<file path="config.mk">
export PLATFORM = sky130hd
export DESIGN_NAME = vic_nest_unit
export DESIGN_NICKNAME = d
export VERILOG_FILES = /design/src/rtl/vic_nest_pkg.sv /design/src/rtl/vic_nest_datapath.sv /design/src/rtl/vic_nest_ctrl.sv /design/src/rtl/vic_nest_unit.sv
export SDC_FILE = /design/constraint.sdc
export NUM_CORES = 2
export LEC_CHECK = 0
export CAP_MARGIN = 25
export CORE_MARGIN = 3
export CORE_UTILIZATION = 45
export DETAILED_ROUTE_END_ITERATION = 10
export DONT_BUFFER_PORTS = 1
export HOLD_SLACK_MARGIN = 0.1
export PLACE_DENSITY = 0.57
export SYNTH_ARGS = -nofsm -noshare
export SYNTH_HDL_FRONTEND = slang
export SYNTH_SLANG_ARGS = --single-unit
</file>
<file path="constraint.sdc">
create_clock -name clk -period 12.25 [get_ports clk]
set_input_delay 1.225 -clock clk [delete_from_list [all_inputs] [get_ports clk]]
set_output_delay 1.225 -clock clk [all_outputs]
set_load 0.02 [all_outputs]
</file>
<file path="src/rtl/vic_nest_pkg.sv">
package vic_nest_pkg;

  localparam int IDX_W = 8;

  typedef enum logic [2:0] {
    RD_NONE,
    RD_SLOT_ADDR,
    RD_SLOT_CTL,
    RD_DEFAULT,
    RD_VECTOR
  } rdSel_e;

  typedef struct packed {
    logic             wrSlotAddr;
    logic             wrSlotCtl;
    logic             wrDefault;
    logic [IDX_W-1:0] slotIdx;
    rdSel_e           rdSel;
    logic [IDX_W-1:0] vecLevel;
  } vicStrobe_t;

endpackage

</file>
<file path="src/rtl/vic_nest_datapath.sv">
module vic_nest_datapath
  import vic_nest_pkg::*;
#(
  parameter int NUM_SLOTS = 16,
  parameter int SRC_W     = 32,
  parameter int DATA_W    = 32,
  parameter int CTL_W     = 8
) (
  input  logic                       clk,
  input  logic                       rstN,
  input  vicStrobe_t                 strb,
  input  logic [DATA_W-1:0]          wrData,
  input  logic [$clog2(NUM_SLOTS+2)-1:0] curLevel,
  output logic [NUM_SLOTS+1:0][SRC_W-1:0] levelMasks,
  output logic [SRC_W-1:0]           curMask,
  output logic [DATA_W-1:0]          rdData
);

  localparam int SRC_IDX_W = $clog2(SRC_W);
  localparam int EN_BIT    = SRC_IDX_W;
  localparam int IDLE      = NUM_SLOTS + 1;

  logic [DATA_W-1:0] slotAddr [NUM_SLOTS];
  logic [CTL_W-1:0]  slotCtl  [NUM_SLOTS];
  logic [DATA_W-1:0] defAddr;

  // slot register file
  genvar g;
  generate
    for (g = 0; g < NUM_SLOTS; g++) begin : gSlot
      always_ff @(posedge clk or negedge rstN) begin
        if (!rstN) begin
          slotAddr[g] <= '0;
          slotCtl[g]  <= '0;
        end else begin
          if (strb.wrSlotAddr && strb.slotIdx == IDX_W'(g)) slotAddr[g] <= wrData;
          if (strb.wrSlotCtl  && strb.slotIdx == IDX_W'(g)) slotCtl[g]  <= wrData[CTL_W-1:0];
        end
      end
    end
  endgenerate

  always_ff @(posedge clk or negedge rstN) begin
    if (!rstN) defAddr <= '0;
    else if (strb.wrDefault) defAddr <= wrData;
  end

  // per-level pre-emption masks, accumulated slot by slot
  assign levelMasks[0] = '0;
  generate
    for (g = 0; g < NUM_SLOTS; g++) begin : gMask
      logic [SRC_W-1:0] slotBit;
      always_comb begin
        slotBit = '0;
        if (slotCtl[g][EN_BIT]) slotBit[slotCtl[g][SRC_IDX_W-1:0]] = 1'b1;
      end
      assign levelMasks[g+1] = levelMasks[g] | slotBit;
    end
  endgenerate
  assign levelMasks[IDLE] = '1;

  assign curMask = levelMasks[curLevel];

  // read mux
  always_comb begin
    rdData = '0;
    unique case (strb.rdSel)
      RD_SLOT_ADDR: rdData = slotAddr[strb.slotIdx[$clog2(NUM_SLOTS)-1:0]];
      RD_SLOT_CTL:  rdData = DATA_W'(slotCtl[strb.slotIdx[$clog2(NUM_SLOTS)-1:0]]);
      RD_DEFAULT:   rdData = defAddr;
      RD_VECTOR: begin
        if (strb.vecLevel < IDX_W'(NUM_SLOTS))
          rdData = slotAddr[strb.vecLevel[$clog2(NUM_SLOTS)-1:0]];
        else
          rdData = defAddr;
      end
      default:      rdData = '0;
    endcase
  end


  top_mask_empty_chk: assert property (@(posedge clk) disable iff (!rstN)
    (curLevel == '0) |-> (curMask == '0));

endmodule

</file>
<file path="src/rtl/vic_nest_ctrl.sv">
module vic_nest_ctrl
  import vic_nest_pkg::*;
#(
  parameter int NUM_SLOTS = 16,
  parameter int SRC_W     = 32,
  parameter int ADDR_W    = 12
) (
  input  logic                       clk,
  input  logic                       rstN,
  input  logic [ADDR_W-1:0]          addr,
  input  logic                       wrEn,
  input  logic                       rdEn,
  input  logic [SRC_W-1:0]           rawStatus,
  input  logic [NUM_SLOTS+1:0][SRC_W-1:0] levelMasks,
  output logic [$clog2(NUM_SLOTS+2)-1:0] curLevel,
  output vicStrobe_t                 strb
);

  localparam int LVL_W     = $clog2(NUM_SLOTS + 2);
  localparam int IDLE      = NUM_SLOTS + 1;
  localparam int WORD_W    = ADDR_W - 2;
  localparam int SADDR_BASE = 'h100 >> 2;
  localparam int SCTL_BASE  = 'h200 >> 2;
  localparam int VEC_WORD   = 'h30 >> 2;
  localparam int DEF_WORD   = 'h34 >> 2;

  logic [WORD_W-1:0] word;
  logic              aligned, inSAddr, inSCtl, isVec, isDef;
  logic [IDX_W-1:0]  slotIdx;
  logic              rdVec, wrVec;
  logic              hitFound;
  logic [LVL_W-1:0]  hitLevel;
  logic [LVL_W-1:0]  prevLevel [NUM_SLOTS+1];

  // address decode
  assign word    = addr[ADDR_W-1:2];
  assign aligned = (addr[1:0] == 2'b00);
  assign inSAddr = aligned && word >= WORD_W'(SADDR_BASE) && word < WORD_W'(SADDR_BASE + NUM_SLOTS);
  assign inSCtl  = aligned && word >= WORD_W'(SCTL_BASE)  && word < WORD_W'(SCTL_BASE + NUM_SLOTS);
  assign isVec   = aligned && word == WORD_W'(VEC_WORD);
  assign isDef   = aligned && word == WORD_W'(DEF_WORD);

  always_comb begin
    if (inSCtl) slotIdx = IDX_W'(word - WORD_W'(SCTL_BASE));
    else        slotIdx = IDX_W'(word - WORD_W'(SADDR_BASE));
  end

  assign rdVec = rdEn && isVec;
  assign wrVec = wrEn && isVec;

  // search for the most urgent pending level above the current one
  always_comb begin
    hitFound = 1'b0;
    hitLevel = curLevel;
    for (int i = 0; i <= NUM_SLOTS; i++) begin
      if (!hitFound && LVL_W'(i) < curLevel && |(rawStatus & levelMasks[i+1])) begin
        hitFound = 1'b1;
        hitLevel = LVL_W'(i);
      end
    end
  end

  // strobes to the datapath
  always_comb begin
    strb            = '0;
    strb.slotIdx    = slotIdx;
    strb.vecLevel   = IDX_W'(hitLevel);
    strb.wrSlotAddr = wrEn && inSAddr;
    strb.wrSlotCtl  = wrEn && inSCtl;
    strb.wrDefault  = wrEn && isDef;
    strb.rdSel      = RD_NONE;
    if (rdEn) begin
      if (inSAddr)     strb.rdSel = RD_SLOT_ADDR;
      else if (inSCtl) strb.rdSel = RD_SLOT_CTL;
      else if (isDef)  strb.rdSel = RD_DEFAULT;
      else if (isVec)  strb.rdSel = RD_VECTOR;
    end
  end

  // in-service level and saved-level stack
  always_ff @(posedge clk or negedge rstN) begin
    if (!rstN) begin
      curLevel <= LVL_W'(IDLE);
      for (int i = 0; i <= NUM_SLOTS; i++) prevLevel[i] <= LVL_W'(IDLE);
    end else if (rdVec) begin
      if (hitFound) begin
        prevLevel[hitLevel] <= curLevel;
        curLevel            <= hitLevel;
      end
    end else if (wrVec && curLevel != LVL_W'(IDLE)) begin
      curLevel <= prevLevel[curLevel];
    end
  end


  legal_level_chk: assert property (@(posedge clk) disable iff (!rstN)
    curLevel <= LVL_W'(IDLE));


  enter_raises_chk: assert property (@(posedge clk) disable iff (!rstN)
    (rdVec && hitFound) |=> (curLevel < $past(curLevel)));


  idle_empty_hold_chk: assert property (@(posedge clk) disable iff (!rstN)
    (rdVec && curLevel == LVL_W'(IDLE) && rawStatus == '0) |=> (curLevel == LVL_W'(IDLE)));


  pop_lowers_chk: assert property (@(posedge clk) disable iff (!rstN)
    (wrVec && !rdVec && curLevel != LVL_W'(IDLE)) |=> (curLevel > $past(curLevel)));


  idle_write_hold_chk: assert property (@(posedge clk) disable iff (!rstN)
    (wrVec && !rdVec && curLevel == LVL_W'(IDLE)) |=> $stable(curLevel));

endmodule

</file>
<file path="src/rtl/vic_nest_unit.sv">
module vic_nest_unit
  import vic_nest_pkg::*;
#(
  parameter int NUM_SLOTS = 16,
  parameter int SRC_W     = 32,
  parameter int DATA_W    = 32,
  parameter int ADDR_W    = 12
) (
  input  logic              clk,
  input  logic              rstN,
  input  logic [ADDR_W-1:0] addr,
  input  logic              wrEn,
  input  logic              rdEn,
  input  logic [DATA_W-1:0] wrData,
  output logic [DATA_W-1:0] rdData,
  input  logic [SRC_W-1:0]  rawStatus,
  output logic [SRC_W-1:0]  curMask
);

  localparam int LVL_W = $clog2(NUM_SLOTS + 2);

  vicStrobe_t                      strb;
  logic [LVL_W-1:0]                curLevel;
  logic [NUM_SLOTS+1:0][SRC_W-1:0] levelMasks;

  vic_nest_ctrl #(
    .NUM_SLOTS(NUM_SLOTS), .SRC_W(SRC_W), .ADDR_W(ADDR_W)
  ) u_ctrl (
    .clk(clk), .rstN(rstN), .addr(addr), .wrEn(wrEn), .rdEn(rdEn),
    .rawStatus(rawStatus), .levelMasks(levelMasks),
    .curLevel(curLevel), .strb(strb)
  );

  vic_nest_datapath #(
    .NUM_SLOTS(NUM_SLOTS), .SRC_W(SRC_W), .DATA_W(DATA_W)
  ) u_dp (
    .clk(clk), .rstN(rstN), .strb(strb), .wrData(wrData),
    .curLevel(curLevel), .levelMasks(levelMasks),
    .curMask(curMask), .rdData(rdData)
  );

endmodule

</file>
**Word level (Yosys, flattened, before mapping)**

Index checks and enable logic that the tools add are counted.

- Word-level logic and storage cells: 413
- Bits of input ports: 80
- Output and inout port bits: 64
- Bits in registers: 762

- Magnitude comparators: 60
- Multiplexer cells: 110
- Reductions and logical operators: 132
- $add $sub $neg: 2
- Bitwise operators: 35
- Equality and inequality tests: 23

Operators with widths:

| operator | number |
|---|---|
| two-way mux 32 bit | 22 |
| OR reduction 32 bit | 17 |
| AND 32 bit | 16 |
| OR 32 bit | 15 |
| binary-select mux 32 bit (select 4 bit) | 2 |
| binary-select mux 32 bit (select 5 bit) | 1 |
| one-hot mux 32 bit (4 select lines) | 1 |
| two-way mux 5 bit | 23 |
| < comparator 5 x 6 -> 1 bit (second input constant) | 17 |
| logical AND 1 bit | 94 |
| bitwise mux 85 bit | 1 |
| demux 1 bit (select 5 bit) | 16 |
| greater-or-equal comparator 5 x 1 -> 1 bit (second input constant) | 16 |
| == test 8 x 4 -> 1 bit (second input constant) | 8 |
| < comparator 4 x 5 -> 1 bit (first input constant) | 8 |
| two-way mux 1 bit | 33 |
| binary-select mux 8 bit (select 4 bit) | 1 |
| == test 8 x 3 -> 1 bit (second input constant) | 4 |
| binary-select mux 5 bit (select 5 bit) | 1 |
| demux 5 bit (select 5 bit) | 1 |
| two-way mux 8 bit | 3 |
| == test 10 x 4 -> 1 bit (second input constant) | 2 |
| < comparator 3 x 5 -> 1 bit (first input constant) | 4 |
| == test 8 x 2 -> 1 bit (second input constant) | 2 |
| 27 further kinds | 54 |

**Longest topological paths before layout**

- Depth after elaboration: 79
- Mapped depth: 25
- Mapped depth without buffers: 16

**Hierarchy**

From an unflattened synthesis, not the netlist that was laid out.

- Cell total of the unflattened synthesis: 5069
- Area total of the unflattened synthesis: 55059.1 µm²

By module, submodules not included:

| module | sequential area each (µm²) | area an instance (µm²) | times used | cells each |
|---|---|---|---|---|
| vic_nest_datapath | 16816.1 | 46927.5 | 1 | 4214 |
| vic_nest_ctrl | 2297.2 | 8131.5 | 1 | 855 |

**Least setup slack after synthesis**

No wires, ideal clock.

- Path kind: in2out
- From: in rawStatus[5]
- To: out rdData[3]
- Slack: 5.462 ns
- Buffers on the path: 6
- Stages on the path: 19
- Arrival: 5.563 ns
- Data required time: 11.025 ns
- Cell sequence: clkbuf_1 > and3_1 > a2111o_1 > nor4_1 > nand4_1 > o22a_1 > nor3_1 > nand4_1 > or2_1 > buf_6 > o41a_1 > a21o_1 > buf_6 > buf_6 > buf_6 > buf_4 > mux2i_1 > a2111o_1 > o31ai_1

- Cells in the longest elaborated chain, start to end: 74
- Elaborated cells between the ends (all ways): 122
- Classes of those cells: order compare (1); mux (38); bitwise (17); reduce/logical (66)

Ends and longest elaborated chain:

| item | RTL line | text |
|---|---|---|
| from (decl) | vic_nest_unit.sv:16 | `input logic [SRC_W-1:0] rawStatus,` |
| AND 32 bit | vic_nest_ctrl.sv:56 | `if (!hitFound && LVL_W'(i) < curLevel && \|(rawStatus & levelMasks[i+1])) begin` |
| OR reduction 32 bit | vic_nest_ctrl.sv:56 |  |
| logical AND 1 bit | vic_nest_ctrl.sv:56 |  |
| two-way mux 1 bit | vic_nest_ctrl.sv:56 |  |
| logical NOT 1 bit | vic_nest_ctrl.sv:56 |  |
| logical AND 1 bit (2 in a row) | vic_nest_ctrl.sv:56 |  |
| two-way mux 1 bit | vic_nest_ctrl.sv:56 |  |
| logical NOT 1 bit | vic_nest_ctrl.sv:56 |  |
| [55 not listed] | n/a |  |
| logical NOT 1 bit | vic_nest_ctrl.sv:56 |  |
| logical AND 1 bit (2 in a row) | vic_nest_ctrl.sv:56 |  |
| two-way mux 5 bit * | vic_nest_ctrl.sv:56 |  |
| NOT 4 -> 5 bit (not written as such) | vic_nest_datapath.sv:73 | `rdData = slotAddr[strb.vecLevel[$clog2(NUM_SLOTS)-1:0]];` |
| binary-select mux 32 bit (select 4 bit) | vic_nest_datapath.sv:73 |  |
| two-way mux 32 bit (not written as such) (2 in a row) | vic_nest_datapath.sv:73 |  |
| two-way mux 32 bit * | vic_nest_datapath.sv:72 | `if (strb.vecLevel < IDX_W'(NUM_SLOTS))` |
| one-hot mux 32 bit (4 select lines) * | vic_nest_datapath.sv:67 | `unique case (strb.rdSel)` |
| to (decl) | vic_nest_unit.sv:15 | `output logic [DATA_W-1:0] rdData,` |

Every way passes the cells marked *; elsewhere a longest branch is shown, timed or not. The select of a mux whose other input is x is not followed.

**Worst setup path after layout**

- From: reg u_dp.slotCtl[114] (netlist bit)
- To: out rdData[25]

- Cells in the longest elaborated chain, start to end: 76
- Elaborated cells between the ends (all ways): 135
- Classes of those cells: order compare (3); mux (39); bitwise (31); reduce/logical (62)

Ends and longest elaborated chain:

| item | RTL line | text |
|---|---|---|
| from (decl) | vic_nest_datapath.sv:24 | `logic [CTL_W-1:0] slotCtl [NUM_SLOTS];` |
| from (signal, indexed assignment) | vic_nest_datapath.sv:37 | `if (strb.wrSlotCtl && strb.slotIdx == IDX_W'(g)) slotCtl[g] <= wrData[CTL_W-1:0];` |
| < comparator 5 x 6 -> 1 bit (not written as such) or greater-or-equal comparator 5 x 1 -> 1 bit (tied branches) | vic_nest_datapath.sv:55 | `if (slotCtl[g][EN_BIT]) slotBit[slotCtl[g][SRC_IDX_W-1:0]] = 1'b1;` |
| logical AND 1 bit (not written as such) | vic_nest_datapath.sv:55 |  |
| two-way mux 1 bit (not written as such) | vic_nest_datapath.sv:55 |  |
| demux 1 bit (select 5 bit) * | n/a |  |
| two-way mux 32 bit * | vic_nest_datapath.sv:55 |  |
| OR 32 bit * | vic_nest_datapath.sv:57 | `assign levelMasks[g+1] = levelMasks[g] \| slotBit;` |
| AND 32 bit | vic_nest_ctrl.sv:56 |  |
| OR reduction 32 bit | vic_nest_ctrl.sv:56 |  |
| [58 not listed] | n/a |  |
| logical NOT 1 bit | vic_nest_ctrl.sv:56 |  |
| logical AND 1 bit (2 in a row) | vic_nest_ctrl.sv:56 |  |
| two-way mux 5 bit * | vic_nest_ctrl.sv:56 |  |
| NOT 4 -> 5 bit (not written as such) | vic_nest_datapath.sv:73 |  |
| binary-select mux 32 bit (select 4 bit) | vic_nest_datapath.sv:73 |  |
| two-way mux 32 bit (not written as such) (2 in a row) | vic_nest_datapath.sv:73 |  |
| two-way mux 32 bit * | vic_nest_datapath.sv:72 |  |
| one-hot mux 32 bit (4 select lines) * | vic_nest_datapath.sv:67 |  |

Marks and branches as above.

==> impl_metrics.yaml <==
synthesis:
  dominantRegCellSynth: "dfrtp_1"
  syn_inst: 5452
  synthDistinctLibCells: 109
  synth-edff-count: 0
  syn_area_per_cell_um2: 9.926
  synth_area_um2: 54120
  yosysSeqAreaShare_pct: 35.32
  ys_seq_elements: 762
  yosysWarnings: 0
  synth_nets: 5537
  async_flop_share_pct: 100.0
min_path:
  hp-class: "in2async"
cts:
  cts-buffers-inserted: 84
  hold_buffers: 0
  clk_path_buf_depth: 3
  cts_max_level: 3
  cts-root-buf: "clkbuf_16"
  clk_latency_ns: 0.70
  path_clk_slew_ns: 0.06
  cts_setup_buffers: 0
  cts-resized-gates: 0
  cts_sinks: 762
  cts_tree: "yes"
place:
  gp_congestion: 1.143
  place_ws_ns: 2.426
  hpwl_mm: 196.8
  port_buffers: 0
grt:
  antenna_found_initial: 14
  track_usage_pct: 44.14
  grt_max_degree: 763
  grt_pass1_wl_mm: 393.4
  overflow: 0
  grt_pass1_vias: 49900
power:
  leakagePower_nw: 25.08
  p_per_area_nw_per_um2: 93.24
  vdd_ir_drop_max_mv: 0.1146
layout:
  final_common_cell: "mux2_2"
  area_growth_pct: 7.274
  layout_common_cells: "733 x mux2_2, 724 x dfrtp_1, 436 x nor2_1"
  drive_gt1_share_pct: 27.39
  nets: 5208
sta:
  drv_slew: 582
  rsz0062_at_grt: "false"
  post-route-period-util_pct: 90.11
  tightestPinTransition_ns: 2.484
  hold_violations: 0
  max_freq_mhz: 90.59
  setup_viol: 0
  setup_slack_ns: 1.211
  relSlewSlack_pct: -65.60
  fin_skew_ns: 0.05554
  setup_tns_ns: 0
  period_needed_ns: 11.04
floorplanning:
  die_y_um: 352.8
  num_rows: 126
  die_area_um2: 124500
  io_pins: 144
  initial_core_util_pct: 45.59
  core_um2: 118700
  die_x_um: 352.8
worst_setup_path:
  crit_fanout: 32
  startpoint_type: "flip-flop"
  cp.required_ns: 11.02
  critPathKind: "reg2out"
  cp.arrival_ns: 9.81
  cp-end-kind: "primary output"
route:
  drtAntennaViolNets: 0
  remaining_drc_errors: 0
  wl_mm: 283.6
  vias: 51570
  drt_iter0_drc: 7817
  avgViaCountPerCell: 7.580
  post_drt_wl_per_cell_um: 41.68
  first_pass_iters: 7
outcome:
  violations: "max-slew violations"
  status: "complete, but fails checks"
job:
  maxCapViolCount: 0
==> sequential cells by signal, indices dropped and copies added, names as in the netlist <==
register          count
u_ctrl.curLevel       5
u_ctrl.prevLevel     85
u_dp.defAddr         32
u_dp.slotAddr       512
u_dp.slotCtl        128
==> worst max-delay path, stage by stage, from the launching register on <==
cell       delay [ns]
dfrtp_1          0.56
nand4_1          0.55
nor2_1           0.17
or3_1            0.63
or3_1            0.71
o31ai_1          0.53
o2111ai_1        0.22
a2111oi_0        0.92
nand2_1          0.36
a21oi_1          0.58
a2111oi_0        0.34
o221ai_4         0.22
buf_4            0.37
buf_4            0.48
or2_2            0.84
buf_4            0.46
o22ai_1          0.14
a221o_1          0.39
o31ai_1          0.28
buf_2            0.26
==> where the power goes <==
group | switching [W] | internal, W | leakage (nW)
Sequential | 0.00000820 | 0.00252 | 10.5
Clock | 0.00112 | 0.00155 | 1.42
Combinational | 0.000122 | 0.0000855 | 13.2
==> layout make-up <==
class / instances / area (um^2)
clock buffer: 124 / 2484
fill: 11090 / 60660
timing repair buffer: 137 / 1057
inverter: 47 / 176.4
sequential: 762 / 19120
multi-input combinational: 4091 / 32740
clock inverter: 31 / 446.7
antenna: 12 / 30.03
tap: 1600 / 2002
==> cell usage after synthesis, types with 40 or more instances <==
| cell type | n | share of area, % |
|---|---|---|
| or2_2 | 54 | 0.62 |
| o22ai_1 | 285 | 3.3 |
| o221ai_1 | 57 | 0.92 |
| a22oi_1 | 56 | 0.78 |
| mux2_2 | 733 | 15 |
| buf_2 | 64 | 0.59 |
| nor2_1 | 445 | 3.1 |
| or3_1 | 64 | 0.74 |
| o31ai_1 | 92 | 1.3 |
| nand4_1 | 69 | 0.80 |
| nand4b_1 | 40 | 0.65 |
| mux4_2 | 219 | 9.1 |
| buf_1 | 68 | 0.47 |
| a21oi_1 | 152 | 1.4 |
| nor4_1 | 42 | 0.49 |
| o21ai_0 | 354 | 3.3 |
| dfrtp_1 | 726 | 34 |
| inv_1 | 46 | 0.32 |
| mux2i_1 | 109 | 2.0 |
| clkbuf_1 | 387 | 2.7 |
| nor3_1 | 138 | 1.3 |
| nand3_1 | 113 | 1.0 |
| nand2b_1 | 46 | 0.53 |
| nand2_1 | 274 | 1.9 |
==> layer usage <==
layer	vias up	GRT usage (%)	wire, um
met1	26080	54.63	105400
li1	20540	-	-
met2	3859	64.96	120600
met3	1083	14.77	33340
met4	6	30.51	24090
met5	-	0.6923	149
==> final timing paths <==
kind	depth (start not counted)	end	slack (ns)	from
worst max register to register	14	u_ctrl.prevLevel[18]	4.00	u_dp.slotCtl[105]
worst min-delay path	0	u_dp.slotAddr[510]	0.23	rstN
worst min register to register	2	u_ctrl.prevLevel[5]	0.48	u_ctrl.prevLevel[5]
max in group asynchronous	0	u_ctrl.curLevel[1]	9.82	rstN
worst max-delay path	19	rdData[25]	1.21	u_dp.slotCtl[114]
min in group clk	2	u_ctrl.prevLevel[5]	0.48	u_ctrl.prevLevel[5]
==> cells by family after synthesis <==
logic type / Yosys count / share of synthesized area, %
and+or+nand+nor: 1549 / 15.25
AOI/OAI and AO/OA: 1475 / 18.36
muxes: 1062 / 26.41
DFF: 762 / 35.32
buffers and inverters: 599 / 4.545
adders and majority gates: 5 / 0.1156
==> per-stage QoR <==
stage          hold WS, ns  util (%)  std cells  instance area, um^2  power, W
5_1_grt             0.2097     48.88       6793                58030  0.005563
6_report            0.2275     48.90       6804                58050  0.005413
2_1_floorplan       0.4444         -       5452                54120  0.002776
4_1_cts             0.2047     48.74       6774                57870  0.005446
3_3_place_gp        0.4559     46.24       6612                54890  0.002774
3_5_place_dp        0.4655     46.28       6619                54940  0.002774
No activity file was read; power rests on OpenSTA's default activity.
